File: src/rtl/sio_pkg.sv
package sio_pkg;
  localparam int MODE_W    = 3;
  localparam int NUM_MODES = 1 << MODE_W;

  typedef enum logic [MODE_W-1:0] {
    MD_RESET   = 3'd0,
    MD_UART    = 3'd1,
    MD_SPI_M   = 3'd2,
    MD_SPI_S   = 3'd3,
    MD_I2C_M   = 3'd4,
    MD_I2C_S   = 3'd5,
    MD_LCD_SER = 3'd6,
    MD_LCD_PAR = 3'd7
  } mode_e;

  typedef enum logic [1:0] {
    ST_NEVER,
    ST_ON_WRITE,
    ST_ON_EXT_CLK,
    ST_ON_TRIG
  } start_pol_e;

  function automatic start_pol_e pol_of(mode_e m);
    case (m)
      MD_UART, MD_SPI_M, MD_LCD_SER, MD_LCD_PAR: pol_of = ST_ON_WRITE;
      MD_SPI_S:                                  pol_of = ST_ON_EXT_CLK;
      MD_I2C_M, MD_I2C_S:                        pol_of = ST_ON_TRIG;
      default:                                   pol_of = ST_NEVER;
    endcase
  endfunction
endpackage

File: src/rtl/sio_mode_reg.sv
module sio_mode_reg
  import sio_pkg::*;
#(
  parameter int CFG_W = 8
) (
  input  logic                clk_i,
  input  logic                rst_ni,
  input  logic                mode_we_i,
  input  logic [MODE_W-1:0]   mode_wdata_i,
  input  logic                cfg_we_i,
  input  logic [CFG_W-1:0]    cfg_wdata_i,
  output mode_e               mode_o,
  output logic [CFG_W-1:0]    cfg_o,
  output logic                soft_rst_o
);
  mode_e            mode_q;
  logic [CFG_W-1:0] cfg_q;

  always_ff @(posedge clk_i or negedge rst_ni) begin
    if (!rst_ni) begin
      mode_q <= MD_RESET;
    end else if (mode_we_i) begin
      // leaving a personality is always allowed, entering one only from reset
      if (mode_wdata_i == '0)         mode_q <= MD_RESET;
      else if (mode_q == MD_RESET)    mode_q <= mode_e'(mode_wdata_i);
    end
  end

  always_ff @(posedge clk_i or negedge rst_ni) begin
    if (!rst_ni)                             cfg_q <= '0;
    else if (cfg_we_i && mode_q != MD_RESET) cfg_q <= cfg_wdata_i;
  end

  assign mode_o     = mode_q;
  assign cfg_o      = cfg_q;
  assign soft_rst_o = (mode_q == MD_RESET);
endmodule

File: src/rtl/sio_tx_buf.sv
module sio_tx_buf
  import sio_pkg::*;
#(
  parameter int DATA_W = 8
) (
  input  logic                 clk_i,
  input  logic                 rst_ni,
  input  mode_e                mode_i,
  input  logic                 soft_rst_i,
  input  logic                 we_i,
  input  logic [DATA_W-1:0]    wdata_i,
  input  logic                 trig_i,
  input  logic                 ext_clk_i,
  input  logic                 ready_i,
  output logic [NUM_MODES-1:0] start_o,
  output logic [DATA_W-1:0]    data_o,
  output logic                 txe_o,
  output logic                 ovr_o
);
  logic [DATA_W-1:0] buf_q;
  logic              full_q, txe_q, ovr_q, armed_q;
  start_pol_e        pol;
  logic              go, wr;

  assign pol = pol_of(mode_i);
  assign wr  = we_i && !soft_rst_i;
  assign go  = full_q && ready_i &&
               ((pol == ST_ON_WRITE) ||
                (pol == ST_ON_EXT_CLK && ext_clk_i) ||
                (pol == ST_ON_TRIG && armed_q));

  for (genvar g = 0; g < NUM_MODES; g++) begin : g_lane
    assign start_o[g] = go && (mode_i == MODE_W'(g));
  end

  always_ff @(posedge clk_i or negedge rst_ni) begin
    if (!rst_ni) begin
      buf_q   <= '0;
      full_q  <= 1'b0;
      txe_q   <= 1'b0;
      ovr_q   <= 1'b0;
      armed_q <= 1'b0;
    end else if (soft_rst_i) begin
      full_q  <= 1'b0;
      txe_q   <= 1'b0;
      ovr_q   <= 1'b0;
      armed_q <= 1'b0;
    end else begin
      if (wr) buf_q <= wdata_i;
      full_q  <= wr || (full_q && !go);
      // write clears empty flag and wins over a same-cycle hand-off
      txe_q   <= wr ? 1'b0 : (go ? 1'b1 : txe_q);
      ovr_q   <= ovr_q || (wr && full_q && !go);
      armed_q <= (pol == ST_ON_TRIG) && (trig_i || (armed_q && !go));
    end
  end

  assign data_o = buf_q;
  assign txe_o  = txe_q;
  assign ovr_o  = ovr_q;
endmodule

File: src/rtl/sio_rx_buf.sv
module sio_rx_buf #(
  parameter int DATA_W = 8
) (
  input  logic              clk_i,
  input  logic              rst_ni,
  input  logic              soft_rst_i,
  input  logic              done_i,
  input  logic [DATA_W-1:0] rdata_i,
  input  logic              re_i,
  output logic [DATA_W-1:0] data_o,
  output logic              full_o,
  output logic              ovr_o
);
  logic [DATA_W-1:0] data_q;
  logic              full_q, ovr_q, ld;

  assign ld = done_i && !soft_rst_i;

  always_ff @(posedge clk_i or negedge rst_ni) begin
    if (!rst_ni) begin
      data_q <= '0;
      full_q <= 1'b0;
      ovr_q  <= 1'b0;
    end else if (soft_rst_i) begin
      full_q <= 1'b0;
      ovr_q  <= 1'b0;
    end else begin
      if (ld) data_q <= rdata_i;
      full_q <= ld || (full_q && !re_i);
      ovr_q  <= ovr_q || (ld && full_q && !re_i);
    end
  end

  assign data_o = data_q;
  assign full_o = full_q;
  assign ovr_o  = ovr_q;
endmodule

File: src/rtl/sio_mode_ctrl.sv
module sio_mode_ctrl
  import sio_pkg::*;
#(
  parameter int DATA_W = 8,
  parameter int CFG_W  = 8
) (
  input  logic                 clk_i,
  input  logic                 rst_ni,
  input  logic                 mode_we_i,
  input  logic [MODE_W-1:0]    mode_wdata_i,
  input  logic                 cfg_we_i,
  input  logic [CFG_W-1:0]     cfg_wdata_i,
  input  logic                 tx_we_i,
  input  logic [DATA_W-1:0]    tx_wdata_i,
  input  logic                 sw_trig_i,
  input  logic                 ext_clk_act_i,
  input  logic                 eng_ready_i,
  input  logic                 rx_done_i,
  input  logic [DATA_W-1:0]    rx_data_i,
  input  logic                 rd_re_i,
  output logic [MODE_W-1:0]    mode_o,
  output logic [CFG_W-1:0]     cfg_o,
  output logic                 soft_rst_o,
  output logic [NUM_MODES-1:0] start_o,
  output logic [DATA_W-1:0]    tx_data_o,
  output logic                 txe_o,
  output logic                 tx_ovr_o,
  output logic [DATA_W-1:0]    rd_data_o,
  output logic                 rxf_o,
  output logic                 rx_ovr_o
);
  mode_e mode;
  logic  soft_rst;

  sio_mode_reg #(.CFG_W(CFG_W)) i_mode (
    .clk_i, .rst_ni, .mode_we_i, .mode_wdata_i, .cfg_we_i, .cfg_wdata_i,
    .mode_o(mode), .cfg_o, .soft_rst_o(soft_rst)
  );

  sio_tx_buf #(.DATA_W(DATA_W)) i_tx (
    .clk_i, .rst_ni, .mode_i(mode), .soft_rst_i(soft_rst),
    .we_i(tx_we_i), .wdata_i(tx_wdata_i), .trig_i(sw_trig_i),
    .ext_clk_i(ext_clk_act_i), .ready_i(eng_ready_i),
    .start_o, .data_o(tx_data_o), .txe_o, .ovr_o(tx_ovr_o)
  );

  sio_rx_buf #(.DATA_W(DATA_W)) i_rx (
    .clk_i, .rst_ni, .soft_rst_i(soft_rst), .done_i(rx_done_i),
    .rdata_i(rx_data_i), .re_i(rd_re_i),
    .data_o(rd_data_o), .full_o(rxf_o), .ovr_o(rx_ovr_o)
  );

  assign mode_o     = mode;
  assign soft_rst_o = soft_rst;
endmodule

File: config.mk
export PLATFORM = sky130hd
export DESIGN_NAME = sio_mode_ctrl
export DESIGN_NICKNAME = d
export VERILOG_FILES = /design/src/rtl/sio_pkg.sv /design/src/rtl/sio_mode_reg.sv /design/src/rtl/sio_tx_buf.sv /design/src/rtl/sio_rx_buf.sv /design/src/rtl/sio_mode_ctrl.sv
export SDC_FILE = /design/constraint.sdc
export NUM_CORES = 1
export LEC_CHECK = 0
export ABC_AREA = 0
export CAP_MARGIN = 10
export CORE_ASPECT_RATIO = 0.8
export CORE_UTILIZATION = 35
export CTS_CLUSTER_SIZE = 16
export DETAILED_ROUTE_END_ITERATION = 8
export HOLD_SLACK_MARGIN = 0.1
export PLACE_DENSITY = 0.79
export SYNTH_ARGS = -nofsm -noshare
export SYNTH_HDL_FRONTEND = slang
export SYNTH_HIERARCHICAL = 1
export SYNTH_SLANG_ARGS = --single-unit
File: constraint.sdc
create_clock -name clk_i -period 1.8 [get_ports clk_i]
set_input_delay 0.36 -clock clk_i [delete_from_list [all_inputs] [get_ports clk_i]]
set_output_delay 0.36 -clock clk_i [all_outputs]
set_load 0.01 [all_outputs]
# --- Word level (Yosys, flattened, before mapping) ---
# Index checks and enable logic that the tools add are counted.
classes:
  muxes: 11
  n_reduce_logical: 43
  eq_ne: 10
  bitwise: 1
op_table:
  columns: ["operator", "count"]
  rows:
  - ["$logic_and A1 B1 Y1", 23]
  - ["$eq A3 B3 Y1 const B", 4]
  - ["$mux W1", 8]
  - ["$logic_or A1 B1 Y1", 7]
  - ["$eq A3 B2 Y1 const B", 2]
  - ["$logic_not A3 Y1", 2]
  - ["$mux W3", 2]
  - ["$pmux W2 S3", 1]
  - ["$reduce_and A2 Y1", 3]
  - ["$reduce_bool A3 Y1", 2]
  - ["$eq A2 B2 Y1 const B", 2]
  - ["$reduce_or A4 Y1", 1]
  - ["$eq A3 B1 Y1 const B", 1]
  - ["$logic_not A1 Y1", 3]
  - ["$eq A2 B1 Y1 const B", 1]
  - ["$reduce_bool A2 Y1", 1]
  - ["$reduce_or A2 Y1", 1]
  - ["$not A1 Y1", 1]
word_totals:
  regBits: 33
  word_cells: 75
  inputBits: 37
  output_inout_bits: 40

# --- Longest topological paths before layout ---
logic_depth:
  word_depth: 13
  ltp_mapped: 5
  depth_no_buf: 4

# --- Hierarchy ---
# The synthesis kept the hierarchy.
modules_own_cells:
  columns: ["mod", "seq_area_each_um2", "n_inst", "area_per_inst_um2", "cells_each"]
  rows:
  - ["sio_tx_buf", 300.3, 1, 603.1, 55]
  - ["sio_mode_reg", 275.3, 1, 459.2, 32]
  - ["sio_rx_buf", 250.2, 1, 419.2, 25]

# --- Worst setup path before layout ---
# No wires, ideal clock.
synth_path:
  path_type: "flip-flop to flip-flop"
  from: "register i_mode.mode_q[0], in the netlist i_mode/mode_o[0]"
  to: "register i_tx.buf_q[0], in the netlist i_tx/data_o[0]"
  setup_ns: 0.125
  path_slack_ns: -0.251
  n_path_buf: 1
  path_stages_with_launch: 5
  synth_period_minus_slack_ns: 2.051
  t_required_ns: 1.675
  t_arrival_ns: 1.926
  cell_sequence: "dfrtp_1 -> nor3_1 -> nor2b_1 -> buf_2 -> mux2_2"
synth_between:
  elab_chain_len: 4
  word_cells_on_any_way: 5
  classes_between: "1 x bitwise; 4 x reduce/logical"
synth_lines:
  columns: ["element", "line", "text"]
  rows:
  - ["start: declaration", "sio_mode_reg.sv:16", "mode_e mode_q;"]
  - ["start signal: assignment", "sio_mode_reg.sv:25", "else if (mode_q == MD_RESET) mode_q <= mode_e'(mode_wdata_i);"]
  - ["$logic_not A3 Y1 (*)", "sio_mode_reg.sv:36", "assign soft_rst_o = (mode_q == MD_RESET);"]
  - ["net soft_rst_o", "sio_mode_ctrl.sv:23", "output logic soft_rst_o,"]
  - ["$logic_not A1 Y1", "sio_tx_buf.sv:26", "assign wr = we_i && !soft_rst_i;"]
  - ["$logic_and A1 B1 Y1", "sio_tx_buf.sv:26", null]
  - ["$reduce_and A2 Y1 (no source line) (*)", null, null]
  - ["end signal: assignment", "sio_tx_buf.sv:49", "if (wr) buf_q <= wdata_i;"]
  - ["end: declaration", "sio_tx_buf.sv:20", "logic [DATA_W-1:0] buf_q;"]
# Mark *: on every way through the listed nets, which the timed path passes. The rest lies on a longest branch.
# A chain may end at the register's enable or synchronous reset.

# --- Worst setup path after layout ---
layout_path:
  from: "register i_mode.mode_q[2], in the netlist i_mode/mode_o[2]"
  to: "output port mode_o[2]"
layout_rtl:
  columns: ["element", "line", "text"]
  rows:
  - ["end: declaration", "sio_mode_ctrl.sv:21", "output logic [MODE_W-1:0] mode_o,"]
# No word-level cell between the ends.

==> results_dict.tcl <==
set metrics [dict create \
    pre_cts_slack_ns -0.3996 \
    cpPeakStageDelay_ns 0.55 \
    numClockSinks 33 \
    grt_pass1_wl_um 6292 \
    endpoint_kind "output port" \
    ir_drop_v 0.0009279 \
    use_met2 0.3475 \
    period_share 0.9799 \
    min_period_ns 1.764 \
    initial_core_util 0.3771 \
    layout_setup_ws_ns 0.03619 \
    die-area_um2 4498 \
    cts_tree "yes" \
    final_util 0.6557 \
    cts_root_buffer "clkbuf_8" \
    globalRouteTotalUtil 0.2001 \
    critPathArrivalTime_ns 1.40 \
    drt_iter0_drc 59 \
    htree_levels 2 \
    hpwl_um 2976 \
    antenna_found_initial 0 \
    syn_to_final_growth_pct 73.90 \
    synth-main-ff-cell "dfrtp_1" \
    numCtsBuffers 5 \
    rows 20 \
    avgViaCountPerCell 4.725 \
    layout_common_cells "64 x clkdlybuf4s50_1, 30 x dfrtp_1, 19 x buf_4, 16 x mux2_2" \
    synth_area_leaders "dfrtp_1 56%, mux2_2 12%, mux2_4 8.1%, nor2_1 2.0%, inv_1 1.8%" \
    port-buffer-count 75 \
    ys_types 29 \
    synth-seq-cells 33 \
    die-width_um 74.74 \
    cp_max_fo 5 \
    holdBufCountCts 0 \
    synth_edf_count 0 \
    syn_avg_cell_area_um2 13.23 \
    synth-seq-area-share 0.5574 \
    top_usage_layer "met2" \
    synth_nets 149 \
    nets 246 \
    hold_path_class "input port to asynchronous set/reset pin" \
    vias 1252 \
    path_cells "buf_4, clkdlybuf4s50_1" \
    first_pass_iters 4 \
    clk_latency_ns 0.28 \
    ant_nets 0 \
    clk_pin_slew_ns 0.07 \
    coreArea_um2 3929 \
    grt_pass1_vias 1314 \
    crit_required_ns 1.44 \
    drv_cap 0 \
    cts_buffer_depth 2 \
    wl_um 4044 \
    async_flop_share 1.000 \
    fillerInstances 320 \
    critical_path.startpoint_type "flip-flop" \
    p_leak_nw 1.125 \
    synth_top_area_frac 0.5574 \
    whs_ns 0.4649 \
    synthCells 112 \
    tightest_slew_ns 0.5339 \
    yosysWarnings 6 \
    max_slew_margin 0.6391 \
    synth_area_um2 1481 \
    final_common_cell "clkdlybuf4s50_1" \
    gp_congestion 0.8635 \
    worstSetupPathType "flip-flop to output port" \
    die_height_um 60.19 \
    hold_viol_final 0 \
    clock_skew_ns 0.007997 \
    status "finished, final reports clean" \
    slew_violations 0 \
    finalSetupViolCount 0 \
    layout-drive-gt1-share 0.3286 \
    met1_usage 0.2196 \
    overflow 0 \
    wl_per_cell_um 15.26 \
    p_per_area_nw_per_um2 1602 \
    fmax_ghz 0.5670 \
    use_met3 0.05228 \
    diodes 0 \
    ios 77 \
    grt_max_degree 34 \
    slowest_stage "clkdlybuf4s50_1" \
    post-synth-top-area-cell "dfrtp_1" \
    drc 0 \
]
[critical path: cells and delay by family (launching register included)]
family                 cells  cell delay [ns]
DFF                        1             0.41
buffers and inverters      2             0.71
[registers in the layout, summed over array words and instances (netlist names)]
name and cells:
i_mode/cfg_o 8, i_rx/data_o 8, i_tx/data_o 8, i_mode/mode_o 3
i_rx/full_o 1, i_rx/ovr_o 1, i_tx/armed_q 1, i_tx/full_q 1
i_tx/ovr_o 1, i_tx/txe_o 1
[cell usage after synthesis (2+ instances only)]
master    number
a211oi_1       3
nand2b_1       3
a21oi_1        3
nor3_1         5
buf_6          2
mux2_4         8
nor2_1         8
inv_1          7
mux2_2        16
nor4b_1        3
o31ai_1        2
nand3b_1       2
dfrtp_1       33
nand2_1        2
[cell families (layout without fill, tap and decap cells)]
family                 after synthesis  count (layout)  synth area share
buffers and inverters               12             110           0.04392
other                                1               1          0.002531
and+or+nand+nor                     28              28            0.1140
AOI/OAI and AO/OA                   14              14           0.07939
muxes                               24              24            0.2027
DFF                                 33              33            0.5574
[through the flow]
stage          power, W  instance area, um^2    TNS, ns  instances
2_1_floorplan  0.002235                 1486          0        112
3_3_place_gp   0.003222                 2370     -1.632        249
3_5_place_dp   0.003308                 2370     -2.159        249
4_1_cts        0.004135                 2559   -0.04400        264
5_1_grt        0.004373                 2576  -0.004933        265
6_report       0.004127                 2576          0        265
[area by class of cell]
type	count	area [um^2]	share of cell area
multi-input combinational	67	623.1	0.2419
timing repair buffer	95	912.1	0.3541
sequential	33	829.5	0.3220
clock buffer	7	86.33	0.03351
inverter	7	26.28	0.01020
tap	55	68.82	0.02671
clock inverter	1	30.03	0.01166
[report_power, final]
part,total [W],internal (W),switching [W]
Combinational,0.00209,0.00129,0.000792
Clock,0.000712,0.000451,0.000261
Sequential,0.00133,0.00110,0.000231
Total,0.00413,0.00284,0.00128
[per-layer routing]
layer	routed length (um)	vias up
li1	-	589
met1	1616	612
met2	2150	41
met3	183	10
met4	94	0
met5	0	-
[worst paths after layout]
kind                            cells after the start  slack (ns)                      endpoint                    startpoint
worst max-delay path                                2        0.04                     mode_o[2]  i_mode/mode_o[2]$_DFFE_PN0P_
worst min register to register                      2        0.48          i_rx/ovr_o$_DFF_PN0_          i_rx/ovr_o$_DFF_PN0_
worst min-delay path                                2        0.46    i_tx/data_o[1]$_DFFE_PN0P_                        rst_ni
worst max register to register                      6        0.15    i_rx/data_o[2]$_DFFE_PN0P_  i_mode/mode_o[1]$_DFFE_PN0P_
max in group asynchronous                           2        1.01  i_mode/mode_o[2]$_DFFE_PN0P_                        rst_ni
min in group clk_i                                  2        0.48          i_rx/ovr_o$_DFF_PN0_          i_rx/ovr_o$_DFF_PN0_
[timing repair]
action	in CTS	in global routing
setup buffers	7	1
cloned	0	0
pin swaps	0	1
resized for setup	27	8
endpoints found under the setup margin	11	10
(Power assumes the default switching activity.)
